### config.mk
export PLATFORM = sky130hd
export DESIGN_NAME = pipelined_bus_arbiter
export DESIGN_NICKNAME = d
export VERILOG_FILES = /design/src/rtl/bus_arb_pkg.sv /design/src/rtl/bus_idle_detect.sv /design/src/rtl/rr_grant_arb.sv /design/src/rtl/bus_initiator_ctl.sv /design/src/rtl/pipelined_bus_arbiter.sv
export SDC_FILE = /design/constraint.sdc
export NUM_CORES = 1
export LEC_CHECK = 0
export BUFFER_PORTS_ARGS = -buffer_cell sky130_fd_sc_hd__clkbuf_2
export CORE_MARGIN = 4
export CORE_UTILIZATION = 47
export DETAILED_ROUTE_END_ITERATION = 8
export GPL_TIMING_DRIVEN = 1
export MAX_ROUTING_LAYER = met4
export PLACE_DENSITY = 0.76
export SLEW_MARGIN = 20
export SYNTH_ARGS = -nofsm -noshare
export SYNTH_HDL_FRONTEND = slang
export SYNTH_HIERARCHICAL = 1
export SYNTH_SLANG_ARGS = --single-unit
export TNS_END_PERCENT = 50
### constraint.sdc
create_clock -name clk -period 2.4 [get_ports clk]
set_clock_uncertainty 0.2 [all_clocks]
set_input_delay 0.24 -clock clk [delete_from_list [all_inputs] [get_ports clk]]
set_output_delay 0.24 -clock clk [all_outputs]
set_load 0.05 [all_outputs]
### src/rtl/bus_arb_pkg.sv
`timescale 1ns/1ps
package bus_arb_pkg;
  // Position reached when stepping `step` places forward around a ring of n slots.
  function automatic int ring_pos(int base, int step, int n);
    return (base + step) % n;
  endfunction
endpackage

### src/rtl/bus_idle_detect.sv
`timescale 1ns/1ps
module bus_idle_detect #(
  parameter int NUM_MASTERS = 4
) (
  input  logic [NUM_MASTERS-1:0] frame_drv_n,
  input  logic                   irdy_n,
  input  logic                   trdy_n,
  input  logic                   devsel_n,
  output logic                   frame_n,
  output logic                   bus_idle
);
  // Open-drain style resolution: any low driver pulls the shared line low.
  assign frame_n  = &frame_drv_n;
  assign bus_idle = frame_n & irdy_n & trdy_n & devsel_n;
endmodule

### src/rtl/rr_grant_arb.sv
`timescale 1ns/1ps
module rr_grant_arb
  import bus_arb_pkg::*;
#(
  parameter int NUM_MASTERS = 4,
  parameter int PARK_ID     = 0
) (
  input  logic                   clk,
  input  logic                   rst,
  input  logic [NUM_MASTERS-1:0] req_n,
  output logic [NUM_MASTERS-1:0] gnt_n
);
  localparam int IDX_W = (NUM_MASTERS > 1) ? $clog2(NUM_MASTERS) : 1;
  localparam logic [NUM_MASTERS-1:0] PARK_HOT = {{(NUM_MASTERS-1){1'b0}}, 1'b1} << PARK_ID;

  logic [NUM_MASTERS-1:0] req, gnt_q;
  logic [IDX_W-1:0]       last_q, pick;
  logic                   parked_q, hold, found;

  always_comb begin
    req   = ~req_n;
    hold  = !parked_q && (|(gnt_q & req));
    found = 1'b0;
    pick  = '0;
    for (int k = 1; k <= NUM_MASTERS; k++) begin
      if (!found && req[ring_pos(int'(last_q), k, NUM_MASTERS)]) begin
        found = 1'b1;
        pick  = IDX_W'(ring_pos(int'(last_q), k, NUM_MASTERS));
      end
    end
  end

  always_ff @(posedge clk) begin
    if (rst) begin
      gnt_q    <= PARK_HOT;
      last_q   <= IDX_W'(NUM_MASTERS-1);
      parked_q <= 1'b1;
    end else if (!hold) begin
      if (found) begin
        gnt_q    <= {{(NUM_MASTERS-1){1'b0}}, 1'b1} << pick;
        last_q   <= pick;
        parked_q <= 1'b0;
      end else begin
        gnt_q    <= PARK_HOT;
        parked_q <= 1'b1;
      end
    end
  end

  assign gnt_n = ~gnt_q;

  assert_one_grant_R2: assert property (@(posedge clk) disable iff (rst)
    $onehot0(~gnt_n));

  // a requested grant whose request vanished must move (or park) on the next edge.
  assert_drop_regrant_R7: assert property (@(posedge clk) disable iff (rst)
    (!parked_q && ((gnt_q & req) == '0)) |=> (!$stable(gnt_n) || parked_q));

  assert_idle_park_R10: assert property (@(posedge clk) disable iff (rst)
    (req == '0) |=> (gnt_n == ~PARK_HOT));
endmodule

### src/rtl/bus_initiator_ctl.sv
`timescale 1ns/1ps
module bus_initiator_ctl (
  input  logic clk,
  input  logic rst,
  input  logic xfer_pending,
  input  logic final_phase,
  input  logic gnt_n,
  input  logic bus_idle,
  output logic req_n,
  output logic frame_n
);
  logic frame_q, req_q, start;

  assign start = frame_q && xfer_pending && !gnt_n && bus_idle;

  always_ff @(posedge clk) begin
    if (rst) begin
      frame_q <= 1'b1;
      req_q   <= 1'b1;
    end else begin
      if (!frame_q)   frame_q <= final_phase;
      else if (start) frame_q <= 1'b0;
      req_q <= !(xfer_pending && frame_q && !start);
    end
  end

  assign frame_n = frame_q;
  assign req_n   = req_q;

  assert_req_off_busy_R1: assert property (@(posedge clk) disable iff (rst)
    !frame_q |=> req_q);

  // a falling frame needs grant plus an idle bus in the cycle before.
  assert_start_idle_R5: assert property (@(posedge clk) disable iff (rst)
    $fell(frame_q) |-> $past(bus_idle && !gnt_n));

  assert_hold_frame_R9: assert property (@(posedge clk) disable iff (rst)
    (!frame_q && !final_phase) |=> !frame_q);

  assert_no_gap_R6: assert property (@(posedge clk) disable iff (rst)
    (frame_q && xfer_pending && !gnt_n && bus_idle) |=> !frame_n);
endmodule

### src/rtl/pipelined_bus_arbiter.sv
`timescale 1ns/1ps
module pipelined_bus_arbiter #(
  parameter int NUM_MASTERS = 4,
  parameter int PARK_ID     = 0
) (
  input  logic                   clk,
  input  logic                   rst,
  input  logic [NUM_MASTERS-1:0] xfer_pending,
  input  logic [NUM_MASTERS-1:0] final_phase,
  input  logic                   irdy_n,
  input  logic                   trdy_n,
  input  logic                   devsel_n,
  output logic [NUM_MASTERS-1:0] req_n,
  output logic [NUM_MASTERS-1:0] gnt_n,
  output logic [NUM_MASTERS-1:0] frame_drv_n,
  output logic                   frame_n
);
  logic bus_idle;

  bus_idle_detect #(.NUM_MASTERS(NUM_MASTERS)) u_idle (
    .frame_drv_n (frame_drv_n),
    .irdy_n      (irdy_n),
    .trdy_n      (trdy_n),
    .devsel_n    (devsel_n),
    .frame_n     (frame_n),
    .bus_idle    (bus_idle)
  );

  rr_grant_arb #(.NUM_MASTERS(NUM_MASTERS), .PARK_ID(PARK_ID)) u_arb (
    .clk   (clk),
    .rst   (rst),
    .req_n (req_n),
    .gnt_n (gnt_n)
  );

  for (genvar m = 0; m < NUM_MASTERS; m++) begin : g_init
    bus_initiator_ctl u_ctl (
      .clk          (clk),
      .rst          (rst),
      .xfer_pending (xfer_pending[m]),
      .final_phase  (final_phase[m]),
      .gnt_n        (gnt_n[m]),
      .bus_idle     (bus_idle),
      .req_n        (req_n[m]),
      .frame_n      (frame_drv_n[m])
    );
  end

  assert_single_owner_R2: assert property (@(posedge clk) disable iff (rst)
    $onehot0(~frame_drv_n));
endmodule

==> impl_metrics.toml <==
[global_route]
grt_pass1_wl_um = 2760
grt_max_degree = 16
grt_usage = 0.185
grt_overflow = 0
antenna_found_initial = 0
grt_pass1_vias = 619

[placement]
io_buffers = 25
place_area_um2 = 875
pre_cts_ws_ns = 0.554
hpwl_um = 1230
gp_congestion = 0.741

[cts]
clock_path_buffers = 2
postCtsSetupBuffers = 0
cts_root_buffer = "clkbuf_4"
cts.reportedPaths.clkPinSlew_ns = 0.08
cts.sinks = 15
cts_tree = "yes"
cts_buffers = 3
htree_levels = 1
clk_latency_ns = 0.27

[pwr]
p_total_mw = 0.562
irDropWorstVdd_v = 0.000337
p_per_area_nw_per_um2 = 579
p_leak_nw = 0.410

[synthesis]
synth_ff_type = "dfxtp_1"
synth_edf_count = 0
yosys_register_bits = 15
syn-num-nets = 88
synth_seq_area_share = 0.411
netlist_instances = 75
synth-async-reset-ratio = 0
ys_warn_count = 6
ys_types = 26
synth.cell_area_um2 = 731
syn-mean-instance-area_um2 = 9.74

[floorplanning]
die_w_um = 47.4
rows = 13
die-area_um2 = 2250
ioPinCount = 26
dieHeight_um = 47.4
initial_core_util = 0.529
core_area_um2 = 1380

[timing]
rsz0062_at_grt = "no"
slew_viol_final = 0
fmax_ghz = 0.537
setup_tns_ns = 0
setup_ws_ns = 0.538
hold_ws_ns = 0.0121
worstMarginPinSlew_ns = 0.666
min_period_ns = 1.86
relSlewSlack = 0.550
report.final.hold_viol_count = 0
fin_crit_sh = 0.776
setup_viol = 0

[outcome]
status = "finished clean"

[setup_path]
critPathSlowestCell = "a41oi_1"
cp.buffers_inverters = 0
worstPathRequired_ns = 2.37
worstSetupStartpointType = "flop"
worst-path-max-fanout = 9
critPathMaxStageDelay_ns = 0.58
critical_path.top_delay_family = "compound AO/OA/AOI/OAI gates"
path_cells = "nand2b_1 -> a41oi_1 -> nand2b_1 -> mux2i_1 -> nand2b_1"
cpMostUsedCell = "nand2b_1"
worstPathArrival_ns = 1.84
path_class = "reg -> reg"
cp-end-kind = "flop"

[drt]
drt_iter0_markers = 5
dr_wl_met2_um = 839
finalWirelength_um = 1670
ant_nets = 0
firstDrtPassIters = 4
vias = 657
top_layer_used = "met4"
wire_per_inst_um = 13.2
met1Wirelength_um = 723
viasPerCell = 5.21
wl_met3_um = 84
drcViolationCount = 0

[cells_and_area]
nets = 125
area_growth_pct = 32.9
n_antenna_cell = 0
layout-drive-gt1-share = 0.342
final_area_um2 = 971

[run]
maxCapViolCount = 0

[hold_path]
hold_class = "in -> reg"
[final cells by class]
| class | count | area (um^2) |
|---|---|---|
| tap | 15 | 18.8 |
| inverter | 5 | 18.8 |
| timing repair buffer | 32 | 195 |
| fill | 108 | 412 |
| clock buffer | 4 | 26.3 |
| sequential | 15 | 300 |
| multi-input combinational | 55 | 412 |
[cell usage in the layout (no fill, tap or decap)]
| cell type | n |
|---|---|
| mux2i_1 | 1 |
| clkbuf_4 | 3 |
| a21oi_1 | 3 |
| a311oi_1 | 1 |
| inv_1 | 4 |
| o22ai_1 | 1 |
| inv_2 | 1 |
| clkbuf_2 | 25 |
| dfxtp_1 | 15 |
| dlygate4sd3_1 | 7 |
| nand2b_1 | 12 |
| nand4b_1 | 4 |
| a21o_2 | 1 |
| nand3_1 | 1 |
| and4_1 | 2 |
| a211o_2 | 1 |
| clkbuf_1 | 1 |
| nand2_1 | 3 |
| o21ai_0 | 2 |
| a31oi_4 | 1 |
| mux2_2 | 1 |
| a41oi_1 | 1 |
| nor2_1 | 6 |
| a22oi_1 | 1 |
| and4b_1 | 4 |
| or3b_1 | 2 |
| and2_1 | 1 |
| o21bai_2 | 4 |
| o31ai_1 | 1 |
| or3_4 | 1 |
[sequential cells by signal (all words and copies together), names as in the netlist]
signal                count
g_init.u_ctl/req_n        4
u_arb/parked_q            1
u_arb/last_q              2
u_arb/gnt_q               4
g_init.u_ctl/frame_n      4
[power by group]
part           switching (mW)  leakage, nW  internal [mW]  total [mW]
clock network          0.0719       0.0150         0.0645       0.136
logic                  0.0865        0.271         0.0572       0.144
registers              0.0165        0.124          0.266       0.282
total                   0.175        0.410          0.387       0.562
[timing repair]
item                                    4_1_cts  5_1_grt
hold endpoints to repair                      7        0
endpoints found under the setup margin        0        0
hold buffers                                  7        0
resized for setup                             0        0
[worst reg2reg max path: stages (launching register included)]
cell	delay, ns
dfxtp_1	0.35
nand2b_1	0.15
a41oi_1	0.58
nand2b_1	0.23
mux2i_1	0.19
nand2b_1	0.07
[routing by layer]
layer  GRT usage  vias to the layer above
met5           -                        -
met4      0.0663                        0
met3      0.0602                        4
met2       0.275                       17
met1       0.233                      292
li1            -                      344
[cells in the mapped netlist (2+ instances only)]
library cell | number | area (um^2)
o21bai_2 | 4 | 45.0
a21oi_1 | 3 | 15.0
and4b_1 | 4 | 40.0
nand4b_1 | 4 | 35.0
nand2_1 | 3 | 11.3
o21ai_0 | 2 | 10.0
nor2_1 | 6 | 22.5
or3b_1 | 2 | 17.5
inv_1 | 4 | 15.0
dfxtp_1 | 15 | 300
nand2b_1 | 12 | 75.1
and4_1 | 2 | 17.5
[cells by family (layout without fill, tap and decap cells)]
family | Yosys count | after routing | share of synthesized area
AO/OA/AOI/OAI | 17 | 17 | 0.204
buffers and inverters | 5 | 41 | 0.0257
multiplexers | 2 | 2 | 0.0291
AND/OR/NAND/NOR | 36 | 36 | 0.330
flip-flops | 15 | 15 | 0.411
[final timing paths]
kind                                               from                      end  slack (ns)  cells after the start
worst min-delay path                     final_phase[3]  g_init[3].u_ctl/frame_n        0.01                      3
worst min register to register  g_init[3].u_ctl/frame_n    g_init[3].u_ctl/req_n        0.26                      1
worst max-delay path              g_init[1].u_ctl/req_n          u_arb/last_q[0]        0.54                      5
worst max register to register    g_init[1].u_ctl/req_n          u_arb/last_q[0]        0.54                      5
[through the flow]
step,cells,utilization
6_report,126,0.702
5_1_grt,126,0.702
4_1_cts,126,0.702
3_5_place_dp,115,0.633
3_3_place_gp,115,0.633
2_1_floorplan,75,-
Power figures use the tool's default switching activity.
